**src/rtl/wdog_pkg.sv**
```systemverilog
package wdog_pkg;
  typedef logic [7:0] key_t;
  localparam key_t KEY_ARM_DEF = 8'h55;
  localparam key_t KEY_CLR_DEF = 8'hAA;
  localparam int   NUM_RATES   = 4;
  localparam int   RATE_STEP   = 2;
  localparam int   SEL_W       = $clog2(NUM_RATES);
endpackage

```
**src/rtl/wdog_key_seq.sv**
```systemverilog
module wdog_key_seq
  import wdog_pkg::*;
#(
  parameter int          ADDR_W   = 16,
  parameter logic [15:0] SVC_ADDR = 16'h103A,
  parameter key_t        KEY_ARM  = KEY_ARM_DEF,
  parameter key_t        KEY_CLR  = KEY_CLR_DEF
) (
  input  logic              clk,
  input  logic              rst,
  input  logic              wr_en,
  input  logic [ADDR_W-1:0] wr_addr,
  input  key_t              wr_data,
  output logic              clr_o,
  output logic              armed_o
);
  localparam logic [ADDR_W-1:0] MATCH = SVC_ADDR[ADDR_W-1:0];

  logic hit, arm_key, clr_key;

  assign hit     = wr_en && (wr_addr == MATCH);
  assign arm_key = hit && (wr_data == KEY_ARM);
  assign clr_key = hit && (wr_data == KEY_CLR);
  assign clr_o   = clr_key && armed_o;

  always_ff @(posedge clk) begin
    if (rst) begin
      armed_o <= 1'b0;
    end else if (arm_key) begin
      armed_o <= 1'b1;
    end else if (clr_o) begin
      armed_o <= 1'b0;
    end
  end

  // arming key sets the armed state
  p_arm_set_r1: assert property (@(posedge clk) disable iff (rst)
    arm_key |=> armed_o);
  // a completed clear drops the armed state
  p_clr_disarm_r2: assert property (@(posedge clk) disable iff (rst)
    clr_o |=> !armed_o);
  // no key at the service address keeps the armed state
  p_other_keep_r3: assert property (@(posedge clk) disable iff (rst)
    (!arm_key && !clr_key) |=> (armed_o == $past(armed_o)));
  // clearing key while unarmed stays unarmed
  p_unarmed_clr_r4: assert property (@(posedge clk) disable iff (rst)
    (clr_key && !armed_o) |=> !armed_o);
endmodule

```
**src/rtl/wdog_rate_limit.sv**
```systemverilog
module wdog_rate_limit
  import wdog_pkg::*;
#(
  parameter int BASE_EXP = 15,
  parameter int CNT_W    = BASE_EXP + RATE_STEP*(NUM_RATES-1)
) (
  input  logic [SEL_W-1:0] rate_sel,
  output logic [CNT_W-1:0] term_o
);
  logic [CNT_W-1:0] term_tab [NUM_RATES];

  for (genvar g = 0; g < NUM_RATES; g++) begin : g_rate
    localparam int EXP = BASE_EXP + RATE_STEP*g;
    assign term_tab[g] = CNT_W'((64'd1 << EXP) - 64'd1);
  end

  assign term_o = term_tab[rate_sel];
endmodule

```
**src/rtl/wdog_timeout_ctr.sv**
```systemverilog
module wdog_timeout_ctr #(
  parameter int CNT_W = 21
) (
  input  logic             clk,
  input  logic             rst,
  input  logic             en_i,
  input  logic             clr_i,
  input  logic [CNT_W-1:0] term_i,
  output logic             req_o
);
  logic [CNT_W-1:0] cnt;
  logic             at_term;

  assign at_term = (cnt >= term_i);

  always_ff @(posedge clk) begin
    if (rst) begin
      cnt   <= '0;
      req_o <= 1'b0;
    end else if (!en_i || clr_i) begin
      cnt   <= '0;
      req_o <= 1'b0;
    end else if (at_term) begin
      cnt   <= '0;
      req_o <= 1'b1;
    end else begin
      cnt   <= cnt + 1'b1;
      req_o <= 1'b0;
    end
  end

  // a clear leaves the counter at zero
  p_clr_zero_r2: assert property (@(posedge clk) disable iff (rst)
    clr_i |=> (cnt == '0));
  // the counter advances by one while running below terminal
  p_count_up_r5: assert property (@(posedge clk) disable iff (rst)
    (en_i && !clr_i && !at_term) |=> (cnt == $past(cnt) + 1'b1));
  // a request comes with a restarted counter
  p_restart_r5: assert property (@(posedge clk) disable iff (rst)
    req_o |-> (cnt == '0));
  // the request lasts one clock
  p_req_pulse_r6: assert property (@(posedge clk) disable iff (rst)
    req_o |=> !req_o);
  // a disabled watchdog raises no request
  p_off_quiet_r7: assert property (@(posedge clk) disable iff (rst)
    !en_i |=> (!req_o && cnt == '0));
  // a clear on the terminal edge suppresses the request
  p_clr_wins_r8: assert property (@(posedge clk) disable iff (rst)
    (clr_i && at_term) |=> !req_o);
endmodule

```
**src/rtl/keyed_wdog.sv**
```systemverilog
module keyed_wdog
  import wdog_pkg::*;
#(
  parameter int          ADDR_W   = 16,
  parameter logic [15:0] SVC_ADDR = 16'h103A,
  parameter int          BASE_EXP = 15,
  parameter key_t        KEY_ARM  = KEY_ARM_DEF,
  parameter key_t        KEY_CLR  = KEY_CLR_DEF
) (
  input  logic              clk,
  input  logic              rst,
  input  logic              wr_en,
  input  logic [ADDR_W-1:0] wr_addr,
  input  logic [7:0]        wr_data,
  input  logic              wdog_en,
  input  logic [1:0]        rate_sel,
  output logic              rst_req
);
  localparam int CNT_W = BASE_EXP + RATE_STEP*(NUM_RATES-1);

  logic             svc_clr;
  logic             svc_armed;
  logic [CNT_W-1:0] term;

  wdog_key_seq #(
    .ADDR_W(ADDR_W), .SVC_ADDR(SVC_ADDR),
    .KEY_ARM(KEY_ARM), .KEY_CLR(KEY_CLR)
  ) u_keys (
    .clk(clk), .rst(rst), .wr_en(wr_en), .wr_addr(wr_addr),
    .wr_data(wr_data), .clr_o(svc_clr), .armed_o(svc_armed)
  );

  wdog_rate_limit #(.BASE_EXP(BASE_EXP), .CNT_W(CNT_W)) u_rate (
    .rate_sel(rate_sel), .term_o(term)
  );

  wdog_timeout_ctr #(.CNT_W(CNT_W)) u_ctr (
    .clk(clk), .rst(rst), .en_i(wdog_en), .clr_i(svc_clr),
    .term_i(term), .req_o(rst_req)
  );

  // reset leaves the block quiet and unarmed
  p_reset_state_r9: assert property (@(posedge clk)
    rst |=> (!rst_req && !svc_armed));
endmodule

```
**config.mk**
```make
export PLATFORM = sky130hd
export DESIGN_NAME = keyed_wdog
export DESIGN_NICKNAME = d
export VERILOG_FILES = /design/src/rtl/wdog_pkg.sv /design/src/rtl/wdog_key_seq.sv /design/src/rtl/wdog_rate_limit.sv /design/src/rtl/wdog_timeout_ctr.sv /design/src/rtl/keyed_wdog.sv
export SDC_FILE = /design/constraint.sdc
export NUM_CORES = 1
export LEC_CHECK = 0
export ABC_AREA = 1
export BUFFER_PORTS_ARGS = -buffer_cell sky130_fd_sc_hd__buf_4
export CORE_UTILIZATION = 25
export CTS_BUF_LIST = sky130_fd_sc_hd__clkbuf_2 sky130_fd_sc_hd__clkbuf_4 sky130_fd_sc_hd__clkbuf_8
export CTS_CLUSTER_SIZE = 30
export DETAILED_ROUTE_END_ITERATION = 8
export PLACE_DENSITY = 0.47
export SYNTH_ARGS = -nofsm -noshare
export SYNTH_HDL_FRONTEND = slang
export SYNTH_SLANG_ARGS = --single-unit
```
**constraint.sdc**
```tcl
create_clock -name clk -period 2.3 [get_ports clk]
set_clock_uncertainty 0.2 [all_clocks]
set_input_delay 0.115 -clock clk [delete_from_list [all_inputs] [get_ports clk]]
set_output_delay 0.115 -clock clk [all_outputs]
set_load 0.02 [all_outputs]
```
==> results.txt <==
first-pass GRT wire length: 5.66 mm
vias in the first global route: 1,278
critical path launch point type: flip-flop
Post-DP HPWL: 2.50 mm
grt met3 use: 0.0141
DR WL/cell: 9.42 um
CTS tree: done
row count: 27
Unique masters post-synth: 18
Power Density: 405 nW/um^2
max-slew violations: 0
Synth area leaders: dfxtp_1, nor2_1, nand2_1
M2 GR Usage: 0.191
Inserted Clock Buffers: 3
drt first pass iters: 4
grt ovf: 0
IO Port Bufs: 30
CP max-delay cell: dfxtp_1
RD Place Congestion: 0.756
busiest grt layer: met2
die area: 6000 sq um
Critical Path Source: u_ctr.cnt[19]
critical path peak fanout: 10
CTS root buffer: clkbuf_8
Iteration-0 DRC Markers: 46
Worst Setup Slack, final: 0.471 ns
WHS Path Cells: 5
largest net degree at the start of global routing: 14
fraction of layout cells with a size suffix above 1: 0.205
list of most frequent post-synthesis cells: nor2_1, nand2_1, inv_1, dfxtp_1, nand3_1
Post-route DRC: 0
syn avg cell area: 6.68 sq um
Slew @ Worst Pin: 0.313 ns
Async SR Flop Fraction: 0
setup violators final: 0
yosys warns: 0
#FFs+latches synth: 23
Layout area overhead: 26.1%
status: finished, final reports clean
H-tree lvl count: 1
reg2reg end: u_ctr.cnt[8]
Fillers: 618
endpoint class of the critical path: flip-flop
RSZ-0062 raised after global routing: no
peak supply drop: 0.168 mV
global routing usage on met1: 0.160
ANT nets after route: 0
setup_tns: 0 ns
drt via density: 3.98
Final #Nets: 287
Overall Global Routing Usage: 0.118
min-delay src: wdog_en
worst-skew pair later-pin latency: 0.26 ns
Post-synth EDFFs: 0
reg2reg setup slack: 0.47 ns
Worst Path Required: 2.26 ns
Mapped Nets: 250
WL final: 3.02 mm
family with the most delay on the worst path: simple AND/OR/NAND/NOR gates
chip height: 77.5 um
register area share after synthesis: 0.323
CP Buf/Inv Count: 1
fmax: 547 MHz
critical path, cell by cell: ha_1 -> nand2_1 -> nor2_1 -> nand2_1 -> nor3_2 -> nor2_2 -> nand3_2 -> buf_4 -> nor2_1
critical path type: reg -> reg
Post-Syn Area: 1420 sq um
MaxCap Viol Count: 0
utilization after layout: 0.326
Syn Inst Count: 213
pre-CTS setup slack: 0.460 ns
Hold Crit Class: in -> reg
most numerous cell in the Yosys netlist: nor2_1
hold violation count in the final report: 0
Initial Util: 0.259
Max stage delay on crit path: 0.36 ns
area of the core: 5510 sq um
Slew Limit Headroom: 0.790
RR Startpoint: u_ctr.cnt[19]
Post-CTS Setup Bufs: 0
top cell type by total area after synthesis: dfxtp_1
maximum clock path buffer count: 2
min Tclk post-route: 1.83 ns
Ports: 31
clk slew on worst S/H paths: 0.09 ns
Inserted Diodes: 0
number of antenna violations at the first check in global routing: 0
Primary FF master, synth: dfxtp_1
Hold Crit Endpoint: u_ctr.req_o
LEAKAGE: 0.722 nW
area share of the largest cell type after synthesis: 0.323
WP data arrival: 1.79 ns
fin crit share: 0.795
Die X: 77.5 um
worst reg2reg path depth: 9
clock sinks: 23
total number of vias: 1,279
[layout make-up]
type	count	area, sq um	share of cell area
multi-input combinational	156	821	0.457
clock buffer	3	41.3	0.0230
inverter	32	120	0.0669
tap	72	90.1	0.0502
timing repair buffer	34	258	0.144
clock inverter	1	5.00	0.00279
sequential	23	460	0.256
[repair_timing]
action | in CTS | in global routing
endpoints found under the hold margin | 2 | 0
gates resized for setup | 0 | 0
hold buffers | 1 | 0
[cell usage in the layout, fill, tap and decap left out, drive strengths merged]
master	n
nor3b	1
nor3	3
xnor2	8
nand2	48
clkbuf	3
nand4	5
dfxtp	23
buf	33
xor2	8
nand3	14
clkinv	1
ha	7
inv	32
nor2	59
a21oi	3
dlygate4sd3	1
[how the worst max path moves through the flow]
| stage | endpoint | slack (ns) | cells past startpoint |
|---|---|---|---|
| floorplan | u_ctr.cnt[6] | 0.58 | 11 |
| global placement | u_ctr.cnt[5] | 0.50 | 9 |
| detailed placement | u_ctr.cnt[8] | 0.46 | 9 |
| CTS | u_ctr.cnt[8] | 0.44 | 9 |
| global route | u_ctr.cnt[8] | 0.29 | 11 |
| finish | u_ctr.cnt[8] | 0.47 | 9 |
[sequential cells by signal, indices dropped and copies added (netlist names)]
signal	count
u_keys.armed_o	1
u_ctr.cnt	21
u_ctr.req_o	1
[routing by layer]
layer,up-vias,part of all wire,wire [um]
met4,0,0.0050,15
met2,15,0.45,1350
li1,720,-,-
met1,542,0.53,1600
met3,2,0.019,58
met5,-,0,0
[per-stage QoR]
stage / hold slack (ns) / area, sq um / power (mW) / std cells
2_1_floorplan: -0.0159 / 1420 / 0.440 / 213
3_3_place_gp: 0.0827 / 1740 / 0.485 / 316
3_5_place_dp: 0.0821 / 1740 / 0.486 / 316
4_1_cts: 0.0169 / 1800 / 0.742 / 321
5_1_grt: 0.0204 / 1800 / 0.773 / 321
6_report: 0.0177 / 1800 / 0.727 / 321
[cell families after synthesis]
| kind of cell | synth area share |
|---|---|
| AOI/OAI and AO/OA | 0.0105 |
| buffers and inverters | 0.100 |
| DFF | 0.323 |
| xor gates and xnor gates | 0.0984 |
| adders and majority gates | 0.0615 |
| and+or+nand+nor | 0.406 |
[report_power, final]
group	switching, mW	internal, mW	leakage, nW	total [mW]
Sequential	0.000935	0.399	0.185	0.400
Clock	0.130	0.121	0.0255	0.251
Combinational	0.0304	0.0455	0.511	0.0758
[tightest hold or removal path, delay by kind of cell]
kind | cells | cell delay [ns]
buf+inv | 2 | 0.15
simple gates | 3 | 0.18
(Power assumes the default switching activity.)
